### config.mk
export PLATFORM = sky130hd
export DESIGN_NAME = divstep_unit
export DESIGN_NICKNAME = d
export VERILOG_FILES = /design/src/rtl/divstep_pkg.sv /design/src/rtl/divstep_core.sv /design/src/rtl/divstep_seq.sv /design/src/rtl/divstep_unit.sv
export SDC_FILE = /design/constraint.sdc
export NUM_CORES = 1
export LEC_CHECK = 0
export ABC_AREA = 0
export BUFFER_PORTS_ARGS = -buffer_cell sky130_fd_sc_hd__buf_2
export CAP_MARGIN = 15
export CORE_ASPECT_RATIO = 0.5
export CORE_MARGIN = 2
export CORE_UTILIZATION = 55
export DETAILED_ROUTE_END_ITERATION = 16
export PLACE_DENSITY = 0.92
export SLEW_MARGIN = 25
export SYNTH_ARGS = -nofsm -noshare
export SYNTH_HDL_FRONTEND = slang
export SYNTH_SLANG_ARGS = --single-unit
### constraint.sdc
create_clock -name clk -period 7.7 [get_ports clk]
set_input_delay 1.925 -clock clk [delete_from_list [all_inputs] [get_ports clk]]
set_output_delay 1.925 -clock clk [all_outputs]
set_load 0.02 [all_outputs]
### src/rtl/divstep_pkg.sv
package divstep_pkg;
  // Flag pair produced by one division step
  typedef struct packed {
    logic q;
    logic t;
  } step_flags_t;

  // Operation selected by a step
  typedef enum logic {
    OP_ADD = 1'b0,
    OP_SUB = 1'b1
  } step_op_t;
endpackage

### src/rtl/divstep_core.sv
module divstep_core
  import divstep_pkg::*;
#(
  parameter int DATA_W = 32
) (
  input  logic [DATA_W-1:0] rem_i,
  input  logic [DATA_W-1:0] dvs_i,
  input  logic              q_i,
  input  logic              m_i,
  input  logic              t_i,
  output logic [DATA_W-1:0] rem_o,
  output step_flags_t       flags_o
);
  localparam int EXT_W = DATA_W + 1;

  logic              iq;
  logic [DATA_W-1:0] shifted;
  logic [EXT_W-1:0]  wide;
  logic              flag;
  step_op_t          op;
  logic              nq;

  always_comb begin
    iq      = rem_i[DATA_W-1];
    shifted = {rem_i[DATA_W-2:0], t_i};
    op      = (q_i == m_i) ? OP_SUB : OP_ADD;
    if (op == OP_SUB)
      wide = {1'b0, shifted} - {1'b0, dvs_i};
    else
      wide = {1'b0, shifted} + {1'b0, dvs_i};
    // bit DATA_W is the borrow of a subtraction or the carry of an addition
    flag  = wide[DATA_W];
    rem_o = wide[DATA_W-1:0];
    unique case ({q_i, m_i})
      2'b00:   nq = iq ^ flag;
      2'b01:   nq = ~(iq ^ flag);
      2'b10:   nq = iq ^ flag;
      default: nq = ~(iq ^ flag);
    endcase
    flags_o.q = nq;
    flags_o.t = (nq == m_i);
  end
endmodule

### src/rtl/divstep_seq.sv
module divstep_seq #(
  parameter int MAX_STEPS = 32,
  parameter int CNT_W     = $clog2(MAX_STEPS + 1)
) (
  input  logic             clk,
  input  logic             rst,
  input  logic             start,
  input  logic [CNT_W-1:0] count_i,
  output logic             load_o,
  output logic             step_o,
  output logic             busy_o,
  output logic             done_o
);
  localparam logic [CNT_W-1:0] LIMIT = CNT_W'(MAX_STEPS);

  logic [CNT_W-1:0] left_q;
  logic [CNT_W-1:0] req;

  always_comb begin
    load_o = start && !busy_o;
    step_o = busy_o;
    req    = (count_i > LIMIT) ? LIMIT : count_i;
  end

  always_ff @(posedge clk) begin
    if (rst) begin
      left_q <= '0;
      busy_o <= 1'b0;
      done_o <= 1'b0;
    end else begin
      done_o <= 1'b0;
      if (busy_o) begin
        left_q <= left_q - 1'b1;
        if (left_q == CNT_W'(1)) begin
          busy_o <= 1'b0;
          done_o <= 1'b1;
        end
      end else if (start) begin
        left_q <= req;
        if (req == '0) done_o <= 1'b1;
        else           busy_o <= 1'b1;
      end
    end
  end

  assert_done_pulse_R6: assert property (@(posedge clk) disable iff (rst)
    done_o |=> !done_o);
  assert_done_idle_R6: assert property (@(posedge clk) disable iff (rst)
    done_o |-> !busy_o);
  assert_count_down_R6: assert property (@(posedge clk) disable iff (rst)
    (busy_o && left_q > CNT_W'(1)) |=> (busy_o && left_q == $past(left_q) - 1'b1));
  assert_clamp_R10: assert property (@(posedge clk) disable iff (rst)
    busy_o |-> (left_q <= LIMIT));
endmodule

### src/rtl/divstep_unit.sv
module divstep_unit
  import divstep_pkg::*;
#(
  parameter int DATA_W = 32,
  parameter int CNT_W  = $clog2(DATA_W + 1)
) (
  input  logic              clk,
  input  logic              rst,
  input  logic              start,
  input  logic [CNT_W-1:0]  step_count,
  input  logic [DATA_W-1:0] divisor,
  input  logic [DATA_W-1:0] rem_in,
  input  logic              m_in,
  input  logic              q_in,
  input  logic              t_in,
  output logic [DATA_W-1:0] rem_out,
  output logic              q_out,
  output logic              t_out,
  output logic              busy,
  output logic              done
);
  logic              load;
  logic              step;
  logic              m_q;
  logic [DATA_W-1:0] dvs_q;
  logic [DATA_W-1:0] rem_next;
  step_flags_t       fl_next;

  divstep_seq #(.MAX_STEPS(DATA_W), .CNT_W(CNT_W)) u_seq (
    .clk(clk), .rst(rst), .start(start), .count_i(step_count),
    .load_o(load), .step_o(step), .busy_o(busy), .done_o(done)
  );

  divstep_core #(.DATA_W(DATA_W)) u_core (
    .rem_i(rem_out), .dvs_i(dvs_q), .q_i(q_out), .m_i(m_q), .t_i(t_out),
    .rem_o(rem_next), .flags_o(fl_next)
  );

  always_ff @(posedge clk) begin
    if (rst) begin
      rem_out <= '0;
      dvs_q   <= '0;
      q_out   <= 1'b0;
      t_out   <= 1'b0;
      m_q     <= 1'b0;
    end else if (load) begin
      rem_out <= rem_in;
      dvs_q   <= divisor;
      q_out   <= q_in;
      t_out   <= t_in;
      m_q     <= m_in;
    end else if (step) begin
      rem_out <= rem_next;
      q_out   <= fl_next.q;
      t_out   <= fl_next.t;
    end
  end

  assert_t_tracks_q_R5: assert property (@(posedge clk) disable iff (rst)
    busy |=> (t_out == (q_out == m_q)));
  assert_no_reload_R7: assert property (@(posedge clk) disable iff (rst)
    (busy && start) |=> ($stable(m_q) && $stable(dvs_q)));
  assert_idle_hold_R8: assert property (@(posedge clk) disable iff (rst)
    (!busy && !start) |=> ($stable(rem_out) && $stable(q_out) && $stable(t_out)));
endmodule

# Word level (Yosys, flattened, before mapping)
# Index checks and enable logic that the tools add are counted.
[totals] reg_bits=75 input_bits=76 out_inout_bits=36 elab_cells=45
[classes] n_addsub=3 n_lt_le_gt_ge=1 n_eq_ne=4 mux=20 n_bitwise=2 reduce_logical=7
[op_table] cell="2-to-1 mux 32 bit" count=2
[op_table] cell="adder 32 x 32 -> 33 bit" count=1
[op_table] cell="2-to-1 mux 33 bit" count=1
[op_table] cell="subtractor 32 x 32 -> 33 bit" count=1
[op_table] cell="2-to-1 mux 6 bit" count=3
[op_table] cell="2-to-1 mux 1 bit" count=14
[op_table] cell="equality test 6 x 1 -> 1 bit, second input constant" count=1
[op_table] cell="greater-than comparator 6 bit, second input constant" count=1
[op_table] cell="logical NOT 6 bit" count=1
[op_table] cell="subtractor 6 x 1 -> 6 bit, second input constant" count=1
[op_table] cell="nonzero test 2 bit" count=2
[op_table] cell="equality test 1 bit" count=2
[op_table] cell="equality test 2 bit, second input constant" count=1
[op_table] cell="logical NOT 2 bit" count=1
[op_table] cell="OR reduction 2 bit" count=1
[op_table] cell="logical AND 1 bit" count=1
[op_table] cell="logical NOT 1 bit" count=1
[op_table] cell="inverter 1 bit" count=1
[op_table] cell="bitwise XOR 1 bit" count=1

# Depth between registers and ports, before layout
# Gate-level depths: netlist (run 1).
[depth] ltp_word=9 ltp_mapped=17 mapped_depth_nobuf=17

# Modules after synthesis
# From an unflattened synthesis (run 1), not the netlist that was laid out.
[unflattened] hier_cells=653 hier_area_um2=5844.4
[by_module_without_submodules] module="divstep_unit" n_inst=1 cells_each=257 area_per_inst_um2=2822.7 seq_area_each_um2=1341.3
[by_module_without_submodules] module="divstep_core" n_inst=1 cells_each=345 area_per_inst_um2=2570.0 seq_area_each_um2=0.0
[by_module_without_submodules] module="divstep_seq" n_inst=1 cells_each=51 area_per_inst_um2=451.7 seq_area_each_um2=160.2

# Least setup slack after synthesis (run 1)
# No wires, ideal clock.
[synth_path] path_type="reg-to-reg" start="register dvs_q[2]" end="register t_out" setup_time_ns=0.128 t_arrival_ns=3.823 t_required_ns=7.572 slack_ns=3.749 stages_incl_launch_ff=16 n_path_buf=0 path_cell_list="dfxtp_1 or4_1 nor2_1 nand2_1 o41ai_1 xor2_1 ha_1 nand3_1 or3_1 nor3_2 o311ai_1 a311oi_1 o22a_1 xnor3_1 a21oi_1 nor2_1"
[synth_between] elab_chain_cells=8 elab_cells_between_ends=9
[synth_rtl] element="start, declared" line_no="divstep_unit.sv:25" source="logic [DATA_W-1:0] dvs_q;"
[synth_rtl] element="start signal, assigned" line_no="divstep_unit.sv:48" source="dvs_q <= divisor;"
[synth_rtl] element="adder 32 x 32 -> 33 bit / subtractor 32 x 32 -> 33 bit (equally long branches)" line_no="divstep_core.sv:30, divstep_core.sv:28"
[synth_rtl] element="2-to-1 mux 33 bit *" line_no="divstep_core.sv:27" source="if (op == OP_SUB)"
[synth_rtl] element="bitwise XOR 1 bit *"
[synth_rtl] element="inverter 1 bit" line_no="divstep_core.sv:36, divstep_core.sv:38"
[synth_rtl] element="2-to-1 mux 1 bit *"
[synth_rtl] element="equality test 1 bit *" line_no="divstep_core.sv:41" source="flags_o.t = (nq == m_i);"
[synth_rtl] element="2-to-1 mux 1 bit *" line_no="divstep_unit.sv:52" source="end else if (step) begin"
[synth_rtl] element="2-to-1 mux 1 bit *" line_no="divstep_unit.sv:46" source="end else if (load) begin"
[synth_rtl] element="end signal, assigned" line_no="divstep_unit.sv:50" source="t_out <= t_in;"
[synth_rtl] element="end signal, assigned" line_no="divstep_unit.sv:55" source="t_out <= fl_next.t;"
[synth_rtl] element="end, declared" line_no="divstep_unit.sv:18" source="output logic t_out,"
# Every way passes the cells marked *; elsewhere a longest branch is shown, timed or not. The select of a mux whose other input is x is not followed.
# A chain may end at the register's enable or synchronous reset.

# Worst setup path in the final report (run 1)
# Ends and elaborated chain as after synthesis.

==> results_tabular.tex, run 1 <==
\begin{tabular}{lr}
\hline
Metric & Value \\
\hline
\multicolumn{2}{l}{\textbf{Critical path}} \\
\quad Critical Path Max Stage Delay & 0.58 ns \\
\quad Critical path start-end classification & flip-flop to flip-flop \\
\quad Slowest cell on crit path & or4\_1 \\
\quad Worst path buffer plus inverter count & 0 \\
\quad Maximum fanout count along the critical path & 6 \\
\quad Worst path required time & 7.90 ns \\
\quad Largest delay share family, worst path & simple AND/OR/NAND/NOR gates \\
\quad Arrival time at the worst endpoint & 4.86 ns \\
\quad Worst path cell trace & or4\_1 > nor2\_1 > nand2\_1 > o41ai\_1 > xor2\_1 > ha\_1 > nand3\_1 > or3\_1 > nor3\_2 > o311ai\_1 > a311oi\_1 > o22a\_1 > xnor3\_1 > a21oi\_1 > nor2\_1 \\
\quad Crit start category & flip-flop \\
\quad Slack of the worst reg-to-reg path & 3.04 ns \\
\quad CP dominant cell by count & nor2\_1 \\
\quad Endpoint kind of the worst setup timing path & flip-flop \\
\multicolumn{2}{l}{\textbf{Logic synthesis}} \\
\quad Count of flip-flops with a built-in enable after synthesis & 0 \\
\quad Post-synthesis compound-gate area fraction & 0.2732 \\
\quad Proportion of synthesized chip area in sequential cells & 0.2732 \\
\quad Simple-gate portion of the synthesized area & 0.1992 \\
\quad Top cell type by total area after synthesis & dfxtp\_1 \\
\quad Number of warnings printed during yosys synthesis & 0 \\
\quad Synthesized area per cell & 7.863 sq um \\
\quad Most frequent cell after synthesis & nand2\_1 \\
\quad Post-synthesis async set-or-reset flop share & 0 \\
\quad Cell types occupying the most area after synthesis & dfxtp\_1, ha\_1, nand2\_1 \\
\quad Most frequent cells after synthesis & nand2\_1, dfxtp\_1, a21oi\_1, nor2\_1, a211oi\_1 \\
\quad Mux cell area share after synthesis & 0.03460 \\
\quad Most frequently used flop master after synthesis & dfxtp\_1 \\
\quad Mapped cell area & 0.005497 sq mm \\
\quad Post-synth net total & 813 \\
\quad Post-synthesis adder-cell area fraction & 0.08787 \\
\quad Mapped Cells & 699 \\
\quad Combinational family with the most area after synthesis & compound AO/OA/AOI/OAI gates \\
\quad Yosys reg bits & 75 \\
\quad Xor and xnor area share after synthesis & 0.08832 \\
\quad Fraction of post-synthesis cell area in the top cell type by area & 0.2732 \\
\quad Distinct cell type count after synthesis & 67 \\
\multicolumn{2}{l}{\textbf{Floorplan}} \\
\quad Die width & 145.4 microns \\
\quad Starting density of the core & 0.5742 \\
\quad Area of the die & 0.01086 sq mm \\
\quad Number of placement rows & 25 \\
\quad Floorplan Core Area & 0.009572 sq mm \\
\quad I/O pin count & 112 \\
\quad Die span in y & 74.69 microns \\
\multicolumn{2}{l}{\textbf{Place}} \\
\quad Placer's final routability congestion estimate & 1.020 \\
\quad Buffers on Ports & 111 \\
\quad Total placed instance area & 0.006120 sq mm \\
\quad Sum of net half-perimeters after detailed placement & 12030 microns \\
\quad Number of placed cells counting well taps & 911 \\
\multicolumn{2}{l}{\textbf{Timing}} \\
\quad Ratio of final minimum period to clock period & 0.6047 \\
\quad Slew at the pin closest to its max-slew limit & 0.8419 ns \\
\quad Setup TNS & 0 ns \\
\quad Setup violation total in the final timing report & 0 \\
\quad Peak Freq & 214.8 MHz \\
\quad Number of hold violations in the final report & 0 \\
\quad Clock period minus worst slack & 4.656 ns \\
\quad Post-route clock skew & 0.01193 ns \\
\quad Max-slew violation count & 0 \\
\quad RSZ-0062 raised after global routing & no \\
\quad Max-slew headroom at the worst pin & 0.4387 \\
\multicolumn{2}{l}{\textbf{Global routing}} \\
\quad Aggregate global-route resource usage & 0.3026 \\
\quad Pin count of the biggest net entering global routing & 77 \\
\quad Antenna violations before repair & 0 \\
\quad Global-route wire length before repair & 25940 microns \\
\quad Vias in the first global route & 5065 \\
\quad GRT Residual Overflow & 0 \\
\multicolumn{2}{l}{\textbf{Final layout}} \\
\quad Layout net count & 901 \\
\quad Layout Utilization & 0.6727 \\
\quad Area growth syn-to-layout & 17.14\% \\
\quad Layout Cell Area excl Fill & 0.006439 sq mm \\
\quad Share of post-route cells with drive strength above 1 & 0.1881 \\
\quad Filler-free cell count of the finished design & 927 \\
\quad Diodes inserted & 0 \\
\multicolumn{2}{l}{\textbf{Routing}} \\
\quad Ratio of routed vias to standard cells & 6.201 \\
\quad Iter 0 DRT Violations & 607 \\
\quad Number of vias in the routed layout & 5748 \\
\quad Remaining design rule violation count & 0 \\
\quad First drt pass iteration count & 6 \\
\quad Total detailed-routing wirelength & 16310 microns \\
\quad Antenna viol nets, final & 0 \\
\quad Drt wl/cell & 17.59 microns \\
\multicolumn{2}{l}{\textbf{Clocking}} \\
\quad Setup Fix Bufs, Post-CTS & 0 \\
\quad Post-cts sizing count & 0 \\
\quad Clock Tree Root & clkbuf\_16 \\
\quad Clock latency reported for the late side of the worst-skew pair & 0.35 ns \\
\quad Clock tree buffer depth & 2 \\
\quad Number of hold buffers added after cts & 0 \\
\quad Num CTS Buffers & 9 \\
\quad TritonCTS clock tree & done \\
\quad Post-CTS clock slew at the launch and capture registers of the worst setup and hold paths & 0.06 ns \\
\quad Sinks on the clock net & 75 \\
\quad Htree depth & 3 \\
\multicolumn{2}{l}{\textbf{Power and ir drop}} \\
\quad Max VDD drop & 0.1479 mV \\
\quad Leakage & 2.823 nW \\
\quad Post-layout total power & 2.050 mW \\
\quad Power per unit of standard cell area & 318.4 mW/mm\^{}2 \\
\multicolumn{2}{l}{\textbf{Run}} \\
\quad Reported max-cap violation count & 0 \\
\multicolumn{2}{l}{\textbf{Outcome}} \\
\quad Outcome & complete, no violations \\
\multicolumn{2}{l}{\textbf{Worst hold path}} \\
\quad Class of the tightest hold or removal check & flip-flop to flip-flop \\
\hline
\end{tabular}
-- cell families (layout without fill, tap and decap cells) --
group                      Yosys count  in the layout
AOI/OAI and AO/OA                  223            223
xor gates and xnor gates            53             53
adders and majority gates           38             38
buffers and inverters               64            157
DFF                                 75             75
muxes                               19             19
and+or+nand+nor                    227            227
-- cells in the final DEF (no fill, tap or decap), types with 3 or more instances in the layout --
master and instances:
nand4_1 6, o41ai_1 5, o21ai_1 3, a2111oi_0 6, nor2_1 46, nor4_1 4, or3_1 4, nor2b_1 19
clkbuf_16 9, a21o_1 13, o32ai_1 3, nor3_1 13, dfxtp_1 74, o21ba_2 3, o21bai_1 4, a311oi_1 4
nand2b_1 5, mux2i_1 19, xnor2_1 16, buf_2 111, or4_1 4, o21ai_0 20, buf_4 6, a211oi_1 44
inv_1 23, nand2_1 96, ha_1 37, o21a_1 6, a21oi_1 71, nand3_1 12, a31oi_1 8, o31ai_1 13
xor2_1 35
-- worst register-to-register path, cell delays in order, from the launching register on --
cell,delay [ns]
dfxtp_1,0.36
or4_1,0.58
nor2_1,0.39
nand2_1,0.17
o41ai_1,0.34
xor2_1,0.14
ha_1,0.41
nand3_1,0.13
or3_1,0.38
nor3_2,0.29
o311ai_1,0.20
a311oi_1,0.37
o22a_1,0.26
xnor3_1,0.30
a21oi_1,0.15
nor2_1,0.05
-- layer usage --
| metal | GRT usage | wire length, microns | vias up | part of all wire |
|---|---|---|---|---|
| met1 | 0.4384 | 7440 | 2648 | 0.46 |
| met4 | 0.09150 | 287 | 0 | 0.018 |
| met3 | 0.09212 | 1976 | 31 | 0.12 |
| met2 | 0.4339 | 6606 | 350 | 0.41 |
| li1 | - | - | 2719 | - |
| met5 | 0 | 0 | - | 0 |
-- report_power, final --
group / total (mW) / internal [mW] / leakage [nW] / switching (mW)
registers: 0.495 / 0.439 / 0.620 / 0.0558
logic: 1.10 / 0.443 / 2.05 / 0.653
clock network: 0.460 / 0.286 / 0.154 / 0.173
total: 2.05 / 1.17 / 2.82 / 0.882
-- per-stage QoR --
stage	hold WS, ns	worst slack (ns)
2_1_floorplan	0.4363	3.749
3_3_place_gp	0.4458	3.374
3_5_place_dp	0.4684	3.195
4_1_cts	0.4763	3.139
5_1_grt	0.5129	2.675
6_report	0.4808	3.044
-- path summary, 6_finish.rpt --
kind	depth (start not counted)	start	to
setup / recovery	15	dvs_q[2]	t_out
hold / removal	2	m_q	m_q
setup reg to reg	15	dvs_q[2]	t_out
hold reg to reg	2	m_q	m_q
-- registers in the layout (all words and copies together), names as in the netlist --
register      count
u_seq.left_q      6
t_out             1
m_q               1
q_out             1
rem_out          32
dvs_q            32
u_seq.busy_o      1
u_seq.done_o      1
-- final cells by class --
class                   count  area (sq um)
clock buffers              11         232.7
clock inverters             5         86.33
fillers                   769          3133
inverters                  24         90.09
multi-input cells         560          3757
flip-flops and latches     75          1503
well taps                 135         168.9
repair buffers            117         600.6
(Power assumes the default switching activity.)
==> run 2, diff against run 1 <==
==> constraint.sdc (replaced) <==
create_clock -name clk -period 4.8 [get_ports clk]
set_input_delay 1.2 -clock clk [delete_from_list [all_inputs] [get_ports clk]]
set_output_delay 1.2 -clock clk [all_outputs]
set_load 0.02 [all_outputs]
==> results_tabular.tex, run 2 (synthesized netlist as in run 1, its figures left out) <==
\begin{tabular}{lr}
\hline
Metric & Value \\
\hline
\multicolumn{2}{l}{\textbf{Power and ir drop}} \\
\quad Leakage & 2.811 nW \\
\quad Max VDD drop & 0.2545 mV \\
\quad Power per unit of standard cell area & 500.5 mW/mm\^{}2 \\
\quad Post-layout total power & 3.211 mW \\
\multicolumn{2}{l}{\textbf{Clocking}} \\
\quad TritonCTS clock tree & done \\
\quad Clock Tree Root & clkbuf\_16 \\
\quad Num CTS Buffers & 9 \\
\quad Post-CTS clock slew at the launch and capture registers of the worst setup and hold paths & 0.07 ns \\
\quad Htree depth & 3 \\
\quad Clock tree buffer depth & 2 \\
\quad Sinks on the clock net & 75 \\
\quad Setup Fix Bufs, Post-CTS & 0 \\
\quad Clock latency reported for the late side of the worst-skew pair & 0.35 ns \\
\multicolumn{2}{l}{\textbf{Floorplan}} \\
\quad I/O pin count & 112 \\
\quad Die width & 145.4 microns \\
\quad Die span in y & 74.69 microns \\
\quad Number of placement rows & 25 \\
\quad Floorplan Core Area & 0.009572 sq mm \\
\quad Area of the die & 0.01086 sq mm \\
\quad Starting density of the core & 0.5742 \\
\multicolumn{2}{l}{\textbf{Worst hold path}} \\
\quad Launch point of the worst hold path & m\_q \\
\quad Class of the tightest hold or removal check & flip-flop to flip-flop \\
\quad Hold worst-path end & m\_q \\
\quad Min-Delay Path Depth & 2 \\
\multicolumn{2}{l}{\textbf{Outcome}} \\
\quad Outcome & complete, no violations \\
\multicolumn{2}{l}{\textbf{Run}} \\
\quad Reported max-cap violation count & 0 \\
\multicolumn{2}{l}{\textbf{Routing}} \\
\quad Total detailed-routing wirelength & 16240 microns \\
\quad Number of vias in the routed layout & 5731 \\
\quad Antenna viol nets, final & 0 \\
\quad First drt pass iteration count & 8 \\
\quad Drt wl/cell & 17.51 microns \\
\quad Iter 0 DRT Violations & 657 \\
\quad Ratio of routed vias to standard cells & 6.182 \\
\quad Remaining design rule violation count & 0 \\
\multicolumn{2}{l}{\textbf{Final layout}} \\
\quad \# fillers & 766 \\
\quad Area growth syn-to-layout & 16.73\% \\
\quad Diodes inserted & 0 \\
\quad Commonest non-fill, non-tap cell in the layout & buf\_2 \\
\quad Layout net count & 901 \\
\quad Layout Cell Area excl Fill & 0.006416 sq mm \\
\quad Total area of multi-input combinational cells & 0.003767 sq mm \\
\quad Storage cell area & 0.001503 sq mm \\
\quad Largest registers & dvs\_q (32), rem\_out (32), u\_seq.left\_q (6) \\
\quad Most frequent cells in the layout & buf\_2, nand2\_1, dfxtp\_1, a21oi\_1, nor2\_1 \\
\quad Share of post-route cells with drive strength above 1 & 0.1944 \\
\multicolumn{2}{l}{\textbf{Critical path}} \\
\quad Endpoint kind of the worst setup timing path & flip-flop \\
\quad Slack of the worst reg-to-reg path & 0.40 ns \\
\quad Arrival time at the worst endpoint & 4.60 ns \\
\quad Crit start category & flip-flop \\
\quad Critical path start-end classification & flip-flop to flip-flop \\
\quad Worst path required time & 5.00 ns \\
\quad Maximum fanout count along the critical path & 6 \\
\quad R2r startpoint & dvs\_q[13] \\
\quad Count of cells along the worst register-to-register path & 17 \\
\quad End of the worst register-to-register path & t\_out \\
\multicolumn{2}{l}{\textbf{Place}} \\
\quad Total placed instance area & 0.006122 sq mm \\
\quad Sum of net half-perimeters after detailed placement & 11990 microns \\
\quad Placer's final routability congestion estimate & 1.030 \\
\quad Buffers on Ports & 111 \\
\multicolumn{2}{l}{\textbf{Timing}} \\
\quad Peak Freq & 227.3 MHz \\
\quad Setup TNS & 0 ns \\
\quad Clock period minus worst slack & 4.400 ns \\
\quad Max-slew violation count & 0 \\
\quad Setup violation total in the final timing report & 0 \\
\quad RSZ-0062 raised after global routing & no \\
\quad Max-slew headroom at the worst pin & 0.5149 \\
\quad Slew at the pin closest to its max-slew limit & 0.7250 ns \\
\quad Number of hold violations in the final report & 0 \\
\quad Ratio of final minimum period to clock period & 0.9167 \\
\quad Post-route clock skew & 0.01320 ns \\
\multicolumn{2}{l}{\textbf{Global routing}} \\
\quad Antenna violations before repair & 0 \\
\quad Aggregate global-route resource usage & 0.2950 \\
\quad Global-route wire length before repair & 25350 microns \\
\quad Pin count of the biggest net entering global routing & 52 \\
\quad GRT Residual Overflow & 0 \\
\quad Vias in the first global route & 5112 \\
\hline
\end{tabular}
==> run 2: changes by cell type in the layout (fill, tap and decap cells not counted), sizes merged <==
cell,before,now
bufinv,2,0
inv,24,25
clkbuf,11,10
clkinvlp,0,1
clkinv,3,4
==> run 2: worst max-delay path, stage by stage, from the launching register on <==
cell       delay [ns]
dfxtp_1          0.38
or4_4            0.57
or3_4            0.38
nand4bb_4        0.27
nor2_1           0.15
nand2_1          0.08
or2_1            0.24
o21ai_1          0.15
xor2_1           0.21
ha_1             0.31
nand4_1          0.15
nor2_1           0.08
a2111oi_0        0.38
o21ai_0          0.14
o22a_1           0.25
xnor3_1          0.33
a21oi_1          0.14
nor2_1           0.05
==> run 2: stage by stage <==
step	hold WS [ns]	setup slack (ns)	std cells	util
2_1_floorplan	0.4363	0.8491	699	-
3_3_place_gp	0.4443	0.5850	911	0.6393
3_5_place_dp	0.4636	0.4483	911	0.6396
4_1_cts	0.4718	0.3762	927	0.6695
5_1_grt	0.4934	0.05887	927	0.6703
6_report	0.4683	0.4000	927	0.6703
==> run 2: timing repair <==
item / in CTS / in global routing
hold buffers: 0 / 0
resized for setup: 0 / 2
endpoints found under the setup margin: 0 / 1
==> run 2: metal layers <==
layer,vias to the layer above,global-route usage,share of wire
li1,2728,-,-
met1,2631,0.4199,0.46
met2,330,0.4434,0.40
met3,42,0.07697,0.11
met4,0,0.09259,0.020
met5,-,0,0
==> run 2: final cells by class <==
cell class                 instances  share of cell area
multi-input combinational        560              0.5872
inverter                          24             0.01404
clock inverter                     6            0.007410
sequential                        75              0.2342
timing repair buffer             117             0.09360
tap                              135             0.02633
clock buffer                      10             0.03725
==> run 2: how the worst max path moves through the flow <==
stage / from / endpoint / slack, ns / cells after the start
finish: dvs_q[13] / t_out / 0.40 / 17
global route: dvs_q[2] / t_out / 0.06 / 15
CTS: dvs_q[2] / t_out / 0.38 / 15
floorplan: dvs_q[2] / t_out / 0.85 / 15
global placement: dvs_q[2] / t_out / 0.59 / 15
detailed placement: dvs_q[2] / t_out / 0.45 / 15
==> run 2: where the power goes <==
group / internal [mW] / switching [mW] / leakage (nW)
clock network: 0.369 / 0.283 / 0.139
registers: 0.704 / 0.0974 / 0.620
logic: 0.712 / 1.05 / 2.05
total: 1.78 / 1.43 / 2.81
